[src/rtl/chain_rd_pkg.sv]
package chain_rd_pkg;

  typedef enum logic [1:0] {
    ST_IDLE  = 2'd0,
    ST_CONV  = 2'd1,
    ST_SHIFT = 2'd2,
    ST_GAP   = 2'd3
  } rd_state_e;

  // Serial bits needed to read a whole chain.
  function automatic int unsigned chain_bits(int unsigned n_dev, int unsigned width);
    return n_dev * width;
  endfunction

  // Conversion wait actually applied: a zero request is stretched to one cycle.
  function automatic logic [31:0] conv_wait(logic [31:0] req);
    return (req == 32'd0) ? 32'd1 : req;
  endfunction

endpackage

[src/rtl/crd_sck_gen.sv]
module crd_sck_gen #(
  parameter int unsigned SCK_HALF = 2
) (
  input  logic clk,
  input  logic rst_n,
  input  logic run,
  output logic sck,
  output logic fall_evt
);
  localparam int unsigned PW = (SCK_HALF > 1) ? $clog2(SCK_HALF) : 1;

  logic [PW-1:0] ph_q;
  logic          sck_q;
  logic          phase_end;

  assign phase_end = (ph_q == PW'(SCK_HALF - 1));
  // Edge at which sck is driven high->low: data is captured on this edge.
  assign fall_evt  = run && phase_end && sck_q;
  assign sck       = sck_q;

  always_ff @(posedge clk or negedge rst_n) begin
    if (!rst_n) begin
      ph_q  <= '0;
      sck_q <= 1'b0;
    end else if (!run) begin
      ph_q  <= '0;
      sck_q <= 1'b0;
    end else if (phase_end) begin
      ph_q  <= '0;
      sck_q <= ~sck_q;
    end else begin
      ph_q  <= ph_q + 1'b1;
    end
  end

  p_sck_rests_low_r1: assert property (@(posedge clk) disable iff (!rst_n)
    !run |=> !sck_q);

endmodule

[src/rtl/crd_sequencer.sv]
module crd_sequencer
  import chain_rd_pkg::*;
#(
  parameter int unsigned CNT_W = 8,
  parameter int unsigned TOTAL = 42
) (
  input  logic             clk,
  input  logic             rst_n,
  input  logic             start,
  input  logic [CNT_W-1:0] conv_cycles,
  input  logic [CNT_W-1:0] gap_cycles,
  input  logic             fall_evt,
  output logic             cnv,
  output logic             run,
  output logic             frame_done,
  output logic             busy
);
  localparam int unsigned BW = $clog2(TOTAL + 1);

  rd_state_e        state_q;
  logic [CNT_W-1:0] cnt_q;
  logic [CNT_W-1:0] gap_q;
  logic [BW-1:0]    bit_q;
  logic             cnv_q;

  logic accept, conv_done, gap_done;

  assign accept     = (state_q == ST_IDLE) && start;
  assign conv_done  = (state_q == ST_CONV) && (cnt_q == CNT_W'(1));
  assign frame_done = (state_q == ST_SHIFT) && fall_evt && (bit_q == BW'(TOTAL - 1));
  assign gap_done   = (state_q == ST_GAP) && (cnt_q == '0);

  assign run  = (state_q == ST_SHIFT);
  assign busy = (state_q != ST_IDLE);
  assign cnv  = cnv_q;

  always_ff @(posedge clk or negedge rst_n) begin
    if (!rst_n) begin
      state_q <= ST_IDLE;
      cnt_q   <= '0;
      gap_q   <= '0;
      bit_q   <= '0;
      cnv_q   <= 1'b0;
    end else begin
      case (state_q)
        ST_IDLE: begin
          if (accept) begin
            state_q <= ST_CONV;
            cnv_q   <= 1'b1;
            cnt_q   <= CNT_W'(conv_wait(32'(conv_cycles)));
            gap_q   <= gap_cycles;
          end
        end
        ST_CONV: begin
          if (conv_done) begin
            state_q <= ST_SHIFT;
            bit_q   <= '0;
          end else begin
            cnt_q <= cnt_q - 1'b1;
          end
        end
        ST_SHIFT: begin
          if (frame_done) begin
            state_q <= ST_GAP;
            cnv_q   <= 1'b0;
            cnt_q   <= gap_q;
          end else if (fall_evt) begin
            bit_q <= bit_q + 1'b1;
          end
        end
        ST_GAP: begin
          if (gap_done) state_q <= ST_IDLE;
          else          cnt_q   <= cnt_q - 1'b1;
        end
        default: state_q <= ST_IDLE;
      endcase
    end
  end

  p_cnv_held_r2: assert property (@(posedge clk) disable iff (!rst_n)
    (state_q == ST_CONV || state_q == ST_SHIFT) |-> cnv_q);

  p_bit_bound_r3: assert property (@(posedge clk) disable iff (!rst_n)
    (state_q == ST_SHIFT) |-> (bit_q < BW'(TOTAL)));

  p_gap_cnv_low_r7: assert property (@(posedge clk) disable iff (!rst_n)
    (state_q == ST_GAP) |-> !cnv_q);

  p_rise_from_idle_r8: assert property (@(posedge clk) disable iff (!rst_n)
    $rose(cnv_q) |-> ($past(state_q) == ST_IDLE));

endmodule

[src/rtl/crd_capture.sv]
module crd_capture #(
  parameter int unsigned N_DEV  = 3,
  parameter int unsigned WORD_W = 14
) (
  input  logic                    clk,
  input  logic                    rst_n,
  input  logic                    sample,
  input  logic                    sdi,
  input  logic                    done,
  output logic [N_DEV*WORD_W-1:0] words,
  output logic                    valid
);
  localparam int unsigned TOTAL = N_DEV * WORD_W;

  logic [TOTAL-2:0] sr_q;
  logic [TOTAL-1:0] stream;
  logic [TOTAL-1:0] ordered;
  logic [TOTAL-1:0] words_q;
  logic             valid_q;

  // Includes the bit arriving on the current edge.
  assign stream = {sr_q, sdi};

  // The earliest bit received is the MSB of word 0.
  for (genvar g = 0; g < N_DEV; g++) begin : g_slot
    assign ordered[g*WORD_W +: WORD_W] = stream[TOTAL-1-g*WORD_W -: WORD_W];
  end

  always_ff @(posedge clk or negedge rst_n) begin
    if (!rst_n) begin
      sr_q    <= '0;
      words_q <= '0;
      valid_q <= 1'b0;
    end else begin
      if (sample) sr_q <= stream[TOTAL-2:0];
      if (done)   words_q <= ordered;
      valid_q <= done;
    end
  end

  assign words = words_q;
  assign valid = valid_q;

  p_done_on_sample_r4: assert property (@(posedge clk) disable iff (!rst_n)
    done |-> sample);

  p_valid_pulse_r6: assert property (@(posedge clk) disable iff (!rst_n)
    valid_q |=> !valid_q);

endmodule

[src/rtl/chain_readout_ctrl.sv]
module chain_readout_ctrl
  import chain_rd_pkg::*;
#(
  parameter int unsigned N_DEV    = 3,
  parameter int unsigned WORD_W   = 14,
  parameter int unsigned SCK_HALF = 2,
  parameter int unsigned CNT_W    = 8
) (
  input  logic                    clk,
  input  logic                    rst_n,
  input  logic                    start,
  input  logic [CNT_W-1:0]        conv_cycles,
  input  logic [CNT_W-1:0]        gap_cycles,
  input  logic                    sdo_in,
  output logic                    cnv,
  output logic                    sck,
  output logic                    busy,
  output logic                    words_valid,
  output logic [N_DEV*WORD_W-1:0] words
);
  localparam int unsigned TOTAL = chain_bits(N_DEV, WORD_W);

  logic run;
  logic fall_evt;
  logic frame_done;

  crd_sequencer #(
    .CNT_W (CNT_W),
    .TOTAL (TOTAL)
  ) u_seq (
    .clk         (clk),
    .rst_n       (rst_n),
    .start       (start),
    .conv_cycles (conv_cycles),
    .gap_cycles  (gap_cycles),
    .fall_evt    (fall_evt),
    .cnv         (cnv),
    .run         (run),
    .frame_done  (frame_done),
    .busy        (busy)
  );

  crd_sck_gen #(
    .SCK_HALF (SCK_HALF)
  ) u_sck (
    .clk      (clk),
    .rst_n    (rst_n),
    .run      (run),
    .sck      (sck),
    .fall_evt (fall_evt)
  );

  crd_capture #(
    .N_DEV  (N_DEV),
    .WORD_W (WORD_W)
  ) u_cap (
    .clk    (clk),
    .rst_n  (rst_n),
    .sample (fall_evt),
    .sdi    (sdo_in),
    .done   (frame_done),
    .words  (words),
    .valid  (words_valid)
  );

  p_cnv_rise_sck_low_r1: assert property (@(posedge clk) disable iff (!rst_n)
    $rose(cnv) |-> !sck);

  p_sck_inside_cnv_r2: assert property (@(posedge clk) disable iff (!rst_n)
    sck |-> cnv);

  p_valid_after_cnv_r6: assert property (@(posedge clk) disable iff (!rst_n)
    words_valid |-> !cnv);

endmodule

[config.mk]
export PLATFORM = sky130hd
export DESIGN_NAME = chain_readout_ctrl
export DESIGN_NICKNAME = d
export VERILOG_FILES = /design/src/rtl/chain_rd_pkg.sv /design/src/rtl/crd_sck_gen.sv /design/src/rtl/crd_sequencer.sv /design/src/rtl/crd_capture.sv /design/src/rtl/chain_readout_ctrl.sv
export SDC_FILE = /design/constraint.sdc
export NUM_CORES = 1
export LEC_CHECK = 0
export ABC_AREA = 1
export BUFFER_PORTS_ARGS = -buffer_cell sky130_fd_sc_hd__buf_4
export CORE_MARGIN = 2
export CORE_UTILIZATION = 55
export CTS_CLUSTER_DIAMETER = 80
export DETAILED_ROUTE_END_ITERATION = 12
export PLACE_DENSITY = 0.77
export RECOVER_POWER = 25
export SLEW_MARGIN = 20
export SYNTH_ARGS = -nofsm -noshare
export SYNTH_HDL_FRONTEND = slang
export SYNTH_SLANG_ARGS = --single-unit
[constraint.sdc]
create_clock -name clk -period 3.5 [get_ports clk]
set_clock_uncertainty 0.15 [all_clocks]
set_input_delay 1.05 -clock clk [delete_from_list [all_inputs] [get_ports clk]]
set_output_delay 1.05 -clock clk [all_outputs]
set_load 0.02 [all_outputs]
**Yosys cells after proc, flatten, opt, wreduce, memory -nomap -nowiden**

Index checks and enable logic that the tools add are counted.
W data, S select, Z words.

- Flip-flop bits (word level): 111
- Input bits: 20
- Word-level logic and storage cells: 68

- Add/subtract/negate cells: 3
- Equal/unequal tests: 14
- Mux-type cells: 22
- Bitwise operators: 1
- Reduce and logical (&&, ||, !) cells: 18

Operator list:

| cell | count |
|---|---|
| $mux W8 | 5 |
| $pmux W8 S4 | 1 |
| $mux W6 | 3 |
| $logic_not A8 Y1 | 2 |
| $pmux W6 S2 | 1 |
| $reduce_and A4 Y1 | 3 |
| $ne A2 B2 Y1 const B | 5 |
| $eq A8 B1 Y1 const B | 1 |
| $mux W2 | 4 |
| $ne A2 B1 Y1 const B | 4 |
| $pmux W2 S4 | 1 |
| $sub A8 B1 Y8 const B | 1 |
| $logic_and A1 B1 Y1 | 7 |
| $add A6 B1 Y6 const B | 1 |
| $eq A6 B6 Y1 const B | 1 |
| $mux W1 | 6 |
| $reduce_bool A2 Y1 | 3 |
| $eq A2 B2 Y1 const B | 2 |
| $reduce_and A3 Y1 | 1 |
| $eq A2 B1 Y1 const B | 1 |
| $logic_not A2 Y1 | 1 |
| $pmux W1 S2 | 1 |
| $reduce_and A2 Y1 | 1 |
| $add A1 B1 Y1 const B | 1 |
| $not A1 Y1 | 1 |

**Logic depth before layout (Yosys ltp)**

- Depth after elaboration: 7
- Mapped depth: 12
- Gate-level depth less buffers: 10

**Modules after synthesis**

A second synthesis with hierarchy kept.

- Cell total of the unflattened synthesis: 602
- Area, all modules: 5089.9 um2

By module, submodules not included:

| module | instances | cells each | area each (um2) | sequential area each (um2) |
|---|---|---|---|---|
| crd_capture | 1 | 353 | 3289.4 | 2102.0 |
| crd_sequencer | 1 | 238 | 1714.1 | 625.6 |
| crd_sck_gen | 1 | 11 | 86.3 | 50.0 |

**Worst setup path after synthesis**

OpenSTA, ideal clock, no wires.

- Kind: register to output
- Start: reg u_seq.state_q[0]
- End: out busy
- Arrival: 0.879 ns
- Required time: 2.300 ns
- Path slack: 1.421 ns
- Cell stages (with the launch flop): 4
- Buffers on the path: 0
- Cell sequence: dfrtp_1 -> inv_1 -> ha_1 -> inv_1

- Word-level cells in the longest chain between the ends: 1

RTL lines:

| item | RTL line | text |
|---|---|---|
| from (decl) | crd_sequencer.sv:20 | `rd_state_e state_q;` |
| from (signal assigned) | crd_sequencer.sv:39 | `state_q <= ST_IDLE;` |
| from (signal assigned) | crd_sequencer.sv:48 | `state_q <= ST_CONV;` |
| from (signal assigned) | crd_sequencer.sv:56 | `state_q <= ST_SHIFT;` |
| $reduce_bool A2 Y1 | crd_sequencer.sv:34 | `assign busy = (state_q != ST_IDLE);` |
| to (decl) | chain_readout_ctrl.sv:17 | `output logic busy,` |

No other way between the ends.

**Final worst setup path**

- Start: reg u_seq.state_q[1]
- End: out busy

Same word-level chain as after synthesis.

==> qor.yml <==
timing:
  fmax_mhz: 339
  slew_viol_final: 0
  setup_tns_ns: 0
  min_period_ns: 2.95
  setup_viol: 0
  rsz0062_at_grt: "false"
  relSlewSlack: 0.204
  finalHoldViolCount: 0
  tightest_slew_ns: 1.19
  setup_ws_ns: 0.554
  fin_crit_sh: 0.842
worst_hold_path:
  min_from: "u_cap.words[38]"
  whs_path_depth: 2
  hold_end: "u_cap.words[38]"
  min_path_type: "flip-flop to flip-flop"
place:
  place_ws_ns: 0.940
  place_congestion: 0.883
  dp_hpwl_mm: 6.35
  place_area_um2: 5350
  portBuffers: 65
floorplan:
  dieWidth_um: 97.2
  ios: 66
  initial_core_util: 0.556
  fp.dieH_um: 97.2
  core_um2: 8590
  dieArea_um2: 9450
  fp-row-count: 34
pwr:
  switching_share: 0.369
  p_leak_nw: 2.81
  totalPowerFinal_mw: 3.23
  powerDensity_nw_per_um2: 582
  seq_power_share: 0.478
  intPower_mw: 2.04
  pwr-share-comb: 0.288
  p_switching_mw: 1.19
  ir_drop_mv: 0.353
  p_clk_frac: 0.235
cells_and_area:
  layout-drive-gt1-share: 0.159
  multi_input_comb_area_um2: 1680
  insertedDiodeCount: 0
  seq_area_um2: 2780
  n_fill_cell: 745
  nNetsFinal: 645
  final_area_um2: 5540
  fin_util: 0.645
  synthToLayoutAreaGrowth_pct: 15.9
critical_path:
  reg2reg_from: "u_seq.state_q[0]"
  worst-setup-path-type: "flip-flop to output pin"
  crit_fanout: 12
  crit_arrival_ns: 1.75
  critPathLaunchType: "flip-flop"
  rrSetupSlack_ns: 0.91
  r2r_cells: 9
  cp_data_required_time_ns: 2.30
  endpoint_kind: "output pin"
  rr_endpoint: "u_cap.words[40]"
clocking:
  cts_setup_buffers: 0
  clock-root-buffer: "clkbuf_8"
  cts_buffer_depth: 2
  clk_latency_ns: 0.38
  cts_sinks: 111
  cts_made_buffers: 9
  hold_buffers: 0
  cts_tree: "built"
  ctsResizeCount: 0
  htree_levels: 3
  clk_pin_slew_ns: 0.10
logic_synthesis:
  yosys.area.top_type: "dfrtp_1"
  synth_edf_count: 0
  avgSynthCellArea_um2: 8.60
  synth.cell_area_um2: 4780
  synthArstFlopShare: 1.00
  yosysMostFrequentCell: "nand2_1"
  yosysWarnings: 0
  syn-instance-count: 556
  synthTopCellsByArea: "dfrtp_1 58%, nand2_1 16%, o21ai_0 6.5%"
  synth.net_count: 585
  synth_top_area_share: 0.581
  ys_seq_area_frac: 0.581
  ys_ff_latch: 111
  yosysUniqueCellTypes: 29
  synth-main-ff-cell: "dfrtp_1"
  synth_commonest_cells: "198 x nand2_1, 111 x dfrtp_1, 62 x o21ai_0, 55 x inv_1, 27 x nor2_1"
job:
  cap_violations: 0
global_routing:
  grtUsageTotal: 0.209
  grt_pass1_vias: 3601
  overflow: 0
  antenna_found_initial: 0
  grt_max_degree: 75
  grt_pass1_wl_mm: 16.3
drt:
  drtPass1Iterations: 4
  vias_per_cell: 5.05
  drt_iter0_drc: 194
  drtAntennaViolNets: 0
  routed_wirelength_mm: 9.19
  vias: 3682
  drc: 0
  wl_per_cell_um: 12.6
status:
  status: "finished clean"
-- worst max-delay path by stage --
stage                      from              end  slack (ns)  cells past startpoint
6_report       u_seq.state_q[1]             busy        0.55                      4
3_3_place_gp   u_seq.state_q[0]             busy        1.07                      4
4_1_cts        u_seq.state_q[0]             busy        0.55                      4
3_5_place_dp   u_seq.state_q[0]  u_cap.words[35]        0.94                      9
2_1_floorplan  u_seq.state_q[0]             busy        1.42                      3
5_1_grt        u_seq.state_q[0]             busy        0.41                      4
-- flip-flops by register name, summed over array words and instances, names as in the netlist --
name / flops
u_cap.words: 42
u_cap.sr_q: 41
u_seq.cnt_q: 8
u_seq.gap_q: 8
u_seq.bit_q: 6
u_seq.state_q: 2
u_cap.valid: 1
u_sck.ph_q: 1
u_sck.sck: 1
u_seq.cnv: 1
-- power groups by stage --
stage                     Clock (mW)  Sequential [mW]  Combinational (mW)
after floorplan                    0             1.54               0.692
final                          0.756             1.54               0.928
after global routing           0.810             1.56                1.07
after CTS                      0.767             1.54               0.923
after detailed placement           0             1.56               0.915
after global placement             0             1.56               0.884
-- logic make-up (layout without fill, tap and decap cells) --
family	after synthesis	in the layout	synth area share
adders and majority gates	9	9	0.0236
buffers and inverters	80	145	0.0678
AOI/OAI and AO/OA	96	96	0.103
DFF	111	111	0.581
and+or+nand+nor	257	257	0.219
xor gates and xnor gates	3	3	0.00550
-- critical path, stage by stage, from the launching register on --
cell and delay (ns):
dfrtp_1 0.43, inv_1 0.12, ha_1 0.39, inv_1 0.22, buf_4 0.21
-- routing by layer --
layer  part of all wire  vias to the layer above  wire (µm)  global-route usage
met4              0.011                        0        103              0.0737
met2               0.47                       79       4290               0.329
li1                   -                     1856          -                   -
met3              0.040                        8        370              0.0288
met5                  0                        -          0                   0
met1               0.48                     1739       4430               0.302
-- cell usage in the layout (no fill, tap or decap), types with 2 or more instances in the layout --
cell      count
inv_2         3
buf_4        68
inv_1        55
nor2_1       27
ha_1          9
a21oi_1      11
or2_2         4
nor2_4        2
dfrtp_1     111
clkbuf_8     10
a22oi_1       2
o21ai_1      18
nand2_1     198
nand4_1       2
nand2_2       2
nand3_1      18
xor2_1        3
o21ai_0      62
-- final cells by class --
cell class                      instances  share of cell area
Sequential cell                       111               0.501
Clock inverter                          5             0.00948
Timing Repair Buffer                   70              0.0966
Multi-Input combinational cell        365               0.303
Clock buffer                           11              0.0255
Tap cell                              108              0.0244
Inverter                               59              0.0400
-- stage by stage --
step	hold slack (ns)	instances
2_1_floorplan	0.292	556
3_3_place_gp	0.316	713
3_5_place_dp	0.319	713
4_1_cts	0.345	729
5_1_grt	0.370	729
6_report	0.337	729
(Power assumes the default switching activity.)
